<file path="src/rtl/bsr_pkg.sv">
package bsr_pkg;
  localparam int DEF_PORT_W = 18;
  localparam int DEF_GRP_W  = 4;

  typedef enum logic [1:0] {
    OP_HOLD  = 2'd0,
    OP_RESET = 2'd1,
    OP_LOAD  = 2'd2,
    OP_SHIFT = 2'd3
  } stage_op_e;
endpackage

</file>
<file path="src/rtl/bsr_capture_mux.sv">
module bsr_capture_mux #(
  parameter int PORT_W = bsr_pkg::DEF_PORT_W,
  parameter int GRP_W  = bsr_pkg::DEF_GRP_W,
  localparam int CTRL_W = 3 * GRP_W,
  localparam int CELLS  = CTRL_W + 4 * PORT_W
) (
  input  logic              cap_core,
  input  logic [CTRL_W-1:0] pad_ctrl,
  input  logic [PORT_W-1:0] pad_a,
  input  logic [PORT_W-1:0] pad_b,
  input  logic [PORT_W-1:0] core_a_drv,
  input  logic [PORT_W-1:0] core_b_drv,
  input  logic [CELLS-1:0]  latch_q,
  output logic [CELLS-1:0]  cap_vec
);
  // Pad view: each port's pad level feeds both of its cells.
  function automatic logic [CELLS-1:0] pad_view(
    input logic [CTRL_W-1:0] c, input logic [PORT_W-1:0] a, input logic [PORT_W-1:0] b);
    return {c, a, a, b, b};
  endfunction

  // Core view: input-side cells see what the latch feeds the core,
  // output-side cells see what the core would drive.
  function automatic logic [CELLS-1:0] core_view(
    input logic [CELLS-1:0] lq, input logic [PORT_W-1:0] ca, input logic [PORT_W-1:0] cb);
    return {lq[CELLS-1:3*PORT_W], ca, lq[2*PORT_W-1:PORT_W], cb};
  endfunction

  always_comb begin
    if (cap_core) cap_vec = core_view(latch_q, core_a_drv, core_b_drv);
    else          cap_vec = pad_view(pad_ctrl, pad_a, pad_b);
  end
endmodule

</file>
<file path="src/rtl/bsr_shift_stage.sv">
module bsr_shift_stage #(
  parameter int               CELLS   = 84,
  parameter logic [CELLS-1:0] RST_PAT = '0
) (
  input  logic               tck,
  input  logic               trst_n,
  input  bsr_pkg::stage_op_e op,
  input  logic               tdi,
  input  logic [CELLS-1:0]   cap_vec,
  output logic [CELLS-1:0]   q
);
  import bsr_pkg::*;

  always_ff @(posedge tck or negedge trst_n) begin
    if (!trst_n) begin
      q <= RST_PAT;
    end else begin
      unique case (op)
        OP_RESET: q <= RST_PAT;
        OP_SHIFT: q <= {tdi, q[CELLS-1:1]};
        OP_LOAD:  q <= cap_vec;
        default:  q <= q;
      endcase
    end
  end
endmodule

</file>
<file path="src/rtl/bsr_update_stage.sv">
module bsr_update_stage #(
  parameter int               CELLS   = 84,
  parameter logic [CELLS-1:0] RST_PAT = '0
) (
  input  logic             tck,
  input  logic             trst_n,
  input  logic             tlr,
  input  logic             load,
  input  logic [CELLS-1:0] d,
  output logic [CELLS-1:0] q
);
  always_ff @(posedge tck or negedge trst_n) begin
    if (!trst_n)   q <= RST_PAT;
    else if (tlr)  q <= RST_PAT;
    else if (load) q <= d;
  end
endmodule

</file>
<file path="src/rtl/bsr_tdo_retime.sv">
module bsr_tdo_retime #(
  parameter logic RST_BIT = 1'b0
) (
  input  logic tck,
  input  logic trst_n,
  input  logic d,
  output logic tdo
);
  always_ff @(negedge tck or negedge trst_n) begin
    if (!trst_n) tdo <= RST_BIT;
    else         tdo <= d;
  end
endmodule

</file>
<file path="src/rtl/xcvr_bsr_chain.sv">
module xcvr_bsr_chain #(
  parameter int PORT_W = bsr_pkg::DEF_PORT_W,
  parameter int GRP_W  = bsr_pkg::DEF_GRP_W,
  localparam int CTRL_W = 3 * GRP_W,
  localparam int CELLS  = CTRL_W + 4 * PORT_W
) (
  input  logic              tck,
  input  logic              trst_n,
  input  logic              tlr,
  input  logic              capture_dr,
  input  logic              shift_dr,
  input  logic              update_dr,
  input  logic              idle_sample,
  input  logic              cap_core,
  input  logic              tdi,
  output logic              tdo,
  input  logic [CTRL_W-1:0] pad_ctrl_i,
  input  logic [PORT_W-1:0] pad_a_i,
  input  logic [PORT_W-1:0] pad_b_i,
  input  logic [PORT_W-1:0] core_a_drv_i,
  input  logic [PORT_W-1:0] core_b_drv_i,
  output logic [CTRL_W-1:0] core_ctrl_o,
  output logic [PORT_W-1:0] core_a_o,
  output logic [PORT_W-1:0] core_b_o,
  output logic [PORT_W-1:0] pad_a_o,
  output logic [PORT_W-1:0] pad_b_o
);
  import bsr_pkg::*;

  // Output-enable group (top GRP_W cells) resets high, the rest low.
  localparam logic [CELLS-1:0] RST_PAT = {{GRP_W{1'b1}}, {(CELLS-GRP_W){1'b0}}};

  logic [CELLS-1:0] shift_q;
  logic [CELLS-1:0] upd_q;
  logic [CELLS-1:0] cap_vec;
  stage_op_e        op;

  always_comb begin
    if (tlr)                                           op = OP_RESET;
    else if (shift_dr)                                 op = OP_SHIFT;
    else if (capture_dr || (idle_sample && !update_dr)) op = OP_LOAD;
    else                                               op = OP_HOLD;
  end

  bsr_capture_mux #(.PORT_W(PORT_W), .GRP_W(GRP_W)) u_cap (
    .cap_core   (cap_core),
    .pad_ctrl   (pad_ctrl_i),
    .pad_a      (pad_a_i),
    .pad_b      (pad_b_i),
    .core_a_drv (core_a_drv_i),
    .core_b_drv (core_b_drv_i),
    .latch_q    (upd_q),
    .cap_vec    (cap_vec)
  );

  bsr_shift_stage #(.CELLS(CELLS), .RST_PAT(RST_PAT)) u_shift (
    .tck     (tck),
    .trst_n  (trst_n),
    .op      (op),
    .tdi     (tdi),
    .cap_vec (cap_vec),
    .q       (shift_q)
  );

  bsr_update_stage #(.CELLS(CELLS), .RST_PAT(RST_PAT)) u_upd (
    .tck    (tck),
    .trst_n (trst_n),
    .tlr    (tlr),
    .load   (update_dr),
    .d      (shift_q),
    .q      (upd_q)
  );

  bsr_tdo_retime #(.RST_BIT(RST_PAT[0])) u_tdo (
    .tck    (tck),
    .trst_n (trst_n),
    .d      (shift_q[0]),
    .tdo    (tdo)
  );

  assign core_ctrl_o = upd_q[CELLS-1:4*PORT_W];
  assign core_a_o    = upd_q[4*PORT_W-1:3*PORT_W];
  assign pad_a_o     = upd_q[3*PORT_W-1:2*PORT_W];
  assign core_b_o    = upd_q[2*PORT_W-1:PORT_W];
  assign pad_b_o     = upd_q[PORT_W-1:0];
endmodule

</file>
<file path="config.mk">
export PLATFORM = sky130hd
export DESIGN_NAME = xcvr_bsr_chain
export DESIGN_NICKNAME = d
export VERILOG_FILES = /design/src/rtl/bsr_pkg.sv /design/src/rtl/bsr_capture_mux.sv /design/src/rtl/bsr_shift_stage.sv /design/src/rtl/bsr_update_stage.sv /design/src/rtl/bsr_tdo_retime.sv /design/src/rtl/xcvr_bsr_chain.sv
export SDC_FILE = /design/constraint.sdc
export NUM_CORES = 1
export LEC_CHECK = 0
export BUFFER_PORTS_ARGS = -buffer_cell sky130_fd_sc_hd__buf_2
export CAP_MARGIN = 5
export CORE_MARGIN = 1.5
export CORE_UTILIZATION = 59
export DETAILED_ROUTE_END_ITERATION = 16
export HOLD_SLACK_MARGIN = 0.08
export PLACE_DENSITY = 0.86
export REMOVE_ABC_BUFFERS = 1
export SLEW_MARGIN = 20
export SYNTH_ARGS = -nofsm -noshare
export SYNTH_HDL_FRONTEND = slang
export SYNTH_SLANG_ARGS = --single-unit
</file>
<file path="constraint.sdc">
create_clock -name tck -period 2.05 [get_ports tck]
set_input_delay 0.41 -clock tck [delete_from_list [all_inputs] [get_ports tck]]
set_output_delay 0.41 -clock tck [all_outputs]
set_load 0.02 [all_outputs]
</file>
==> results.json <==
{
  "layout_commonest_cell": "buf_2",
  "num_rows": 42,
  "drv_cap": 0,
  "combPwrFrac_pct": 11.6,
  "grt_pass1_vias": 6128,
  "max_stage_delay_ns": 0.40,
  "clkSlewWorstSetupHoldPaths_ns": 0.06,
  "pin_count": 178,
  "clock_sink_count": 169,
  "synth-xor-area-share_pct": 0,
  "vias_per_cell": 5.74,
  "mostFrequentLayoutCells": "173 x buf_2, 160 x dfrtp_1, 88 x mux2i_1, 81 x nor2_1, 81 x inv_1",
  "ir_drop_mv": 0.540,
  "finalHoldViolCount": 0,
  "grt_pass1_wl_um": 30700,
  "diodes": 0,
  "status": "finished with violations",
  "tritoncts": "built",
  "cts_buffers": 17,
  "critPathLaunchType": "flop",
  "drc": 0,
  "timing.slew.headroom_pct": 37.5,
  "endpoint_kind": "primary output",
  "root_buffer": "clkbuf_16",
  "fillers": 960,
  "ant_nets": 0,
  "crit_family": "flip-flops",
  "swShare_pct": 25.3,
  "die_area_um2": 14600,
  "core_area_um2": 13400,
  "crit_fanout": 1,
  "ys_seq_elements": 169,
  "stdcell_area_um2": 9890,
  "grt_overflow": 0,
  "area_delta_synth_final_pct": 20.6,
  "arrival_ns": 1.93,
  "antenna_found_initial": 0,
  "worst_path_max_delay_cell": "dfrtn_1",
  "pwr-share-seq_pct": 46.6,
  "gp_congestion": 0.803,
  "tightestPinTransition_ns": 0.937,
  "synth_top_family_by_area": "compound AO/OA/AOI/OAI gates",
  "avgSynthCellArea_um2": 10.6,
  "grt_max_degree": 169,
  "regArea_um2": 4240,
  "rsz0062_at_grt": "true",
  "yosys.area_share.simple_pct": 11.0,
  "routed_wirelength_um": 19000,
  "hold_path.class": "in2async",
  "power.density_nw_per_um2": 775,
  "utilization_pct": 73.8,
  "drtPass1Iterations": 5,
  "nNetsFinal": 1017,
  "layout_setup_ws_ns": -0.294,
  "violations": "negative setup slack",
  "postCtsSetupBuffers": 0,
  "fin_skew_ns": 0.0236,
  "critPathKind": "reg2out",
  "die_x_um": 121,
  "clockBufferDepth": 2,
  "p_leak_nw": 4.76,
  "syn_inst": 771,
  "dpl.hpwl_um": 12000,
  "path_cells": "buf_6",
  "drt_iter0_drc": 656,
  "htreeDepth": 4,
  "vias": 6384,
  "p_switching_mw": 1.94,
  "crit_required_ns": 1.64,
  "path_buf_inv": 1,
  "synthAdderAreaFrac_pct": 0,
  "syn_area_um2": 8200,
  "die_height_um": 121,
  "drive_gt1_share_pct": 32.7,
  "synth_mux_area_share_pct": 11.3,
  "port_buffers": 177,
  "initial_utilization_pct": 61.2,
  "setup_viol": 1,
  "multi_input_area_um2": 3380,
  "ys_types": 21,
  "place_area_um2": 9290,
  "drv_slew": 0,
  "synth-compound-area-share_pct": 18.6,
  "seq_area_frac_synth_pct": 51.7,
  "p_int_mw": 5.73,
  "power_frac_clock_pct": 41.9,
  "grt_usage_pct": 26.8,
  "p_total_mw": 7.67,
  "hold_ws_ns": 0.131,
  "wl_per_cell_um": 17.1,
  "insertion_delay_ns": 0.42,
  "yosys_warnings": 0
}
-- layer usage --
| layer | vias up | wire length, um | share of wire [%] | global-route usage (%) |
|---|---|---|---|---|
| met5 | - | 0 | 0 | 0 |
| met1 | 3167 | 8600 | 45 | 37.7 |
| met4 | 0 | 286 | 1.5 | 8.53 |
| met2 | 225 | 9100 | 48 | 42.7 |
| li1 | 2965 | - | - | - |
| met3 | 27 | 1010 | 5.3 | 4.51 |
-- repair_timing --
action | 4_1_cts | 5_1_grt
resized for setup | 2 | 0
hold buffers | 0 | 0
endpoints found under the setup margin | 1 | 1
-- cells by family after synthesis --
family	Yosys count
mux	92
buf+inv	141
simple gates	208
flops	169
compound gates	161
-- flip-flops by register name, indices dropped and copies added (netlist names) --
| name | flops |
|---|---|
| u_shift.q | 84 |
| u_upd.q | 84 |
| u_tdo.tdo | 1 |
-- layout make-up --
type                    instances  area share, %
inverters                      81           3.07
multi-input cells             461           34.2
flip-flops and latches        169           42.9
well taps                     176           2.23
repair buffers                194           11.6
clock inverters                11           1.21
clock buffers                  21           4.86
-- power by group through the flow --
stage	clock [mW]	combinational [mW]	sequential, mW
after CTS	3.25	0.896	3.57
after floorplan	0	0.390	3.66
after global routing	3.39	0.973	3.59
after detailed placement	0	0.888	3.63
final	3.21	0.889	3.57
after global placement	0	0.866	3.62
-- synth_stat cells --
cell type | n | area [um^2]
buf_6 | 7 | 78.8
o221a_2 | 4 | 45.0
dfrtp_1 | 160 | 4000
dfrtn_1 | 1 | 25.0
a21oi_1 | 72 | 360
mux2_2 | 4 | 45.0
nor2b_1 | 41 | 257
nand2b_1 | 4 | 25.0
buf_1 | 3 | 11.3
buf_2 | 21 | 105
nand2b_4 | 1 | 13.8
o221ai_1 | 20 | 175
clkbuf_1 | 29 | 109
nand3_1 | 1 | 5.00
a211o_1 | 5 | 43.8
nor2_1 | 81 | 304
inv_1 | 81 | 304
dfstp_2 | 8 | 210
o221ai_2 | 60 | 901
mux2i_1 | 88 | 881
nand2_1 | 80 | 300
-- path summary, 6_finish.rpt --
path,start,end,slack [ns],cells past startpoint
max,u_tdo.tdo,tdo,-0.29,1
min,trst_n,u_upd.q[6],0.13,2
max reg2reg,u_shift.q[0],u_tdo.tdo,0.45,0
min reg2reg,u_shift.q[11],u_shift.q[10],0.51,2
max in group asynchronous,trst_n,u_upd.q[63],1.19,2
min in group tck,core_a_drv_i[7],u_shift.q[43],0.28,3
-- stage by stage --
stage	setup WS (ns)	TNS [ns]	instances
2_1_floorplan	-1.82	-137.39	711
3_3_place_gp	0.104	0	1081
3_5_place_dp	0.0996	0	1081
4_1_cts	-0.305	-0.305	1113
5_1_grt	-0.320	-0.320	1113
6_report	-0.294	-0.294	1113
Power figures use the tool's default switching activity.
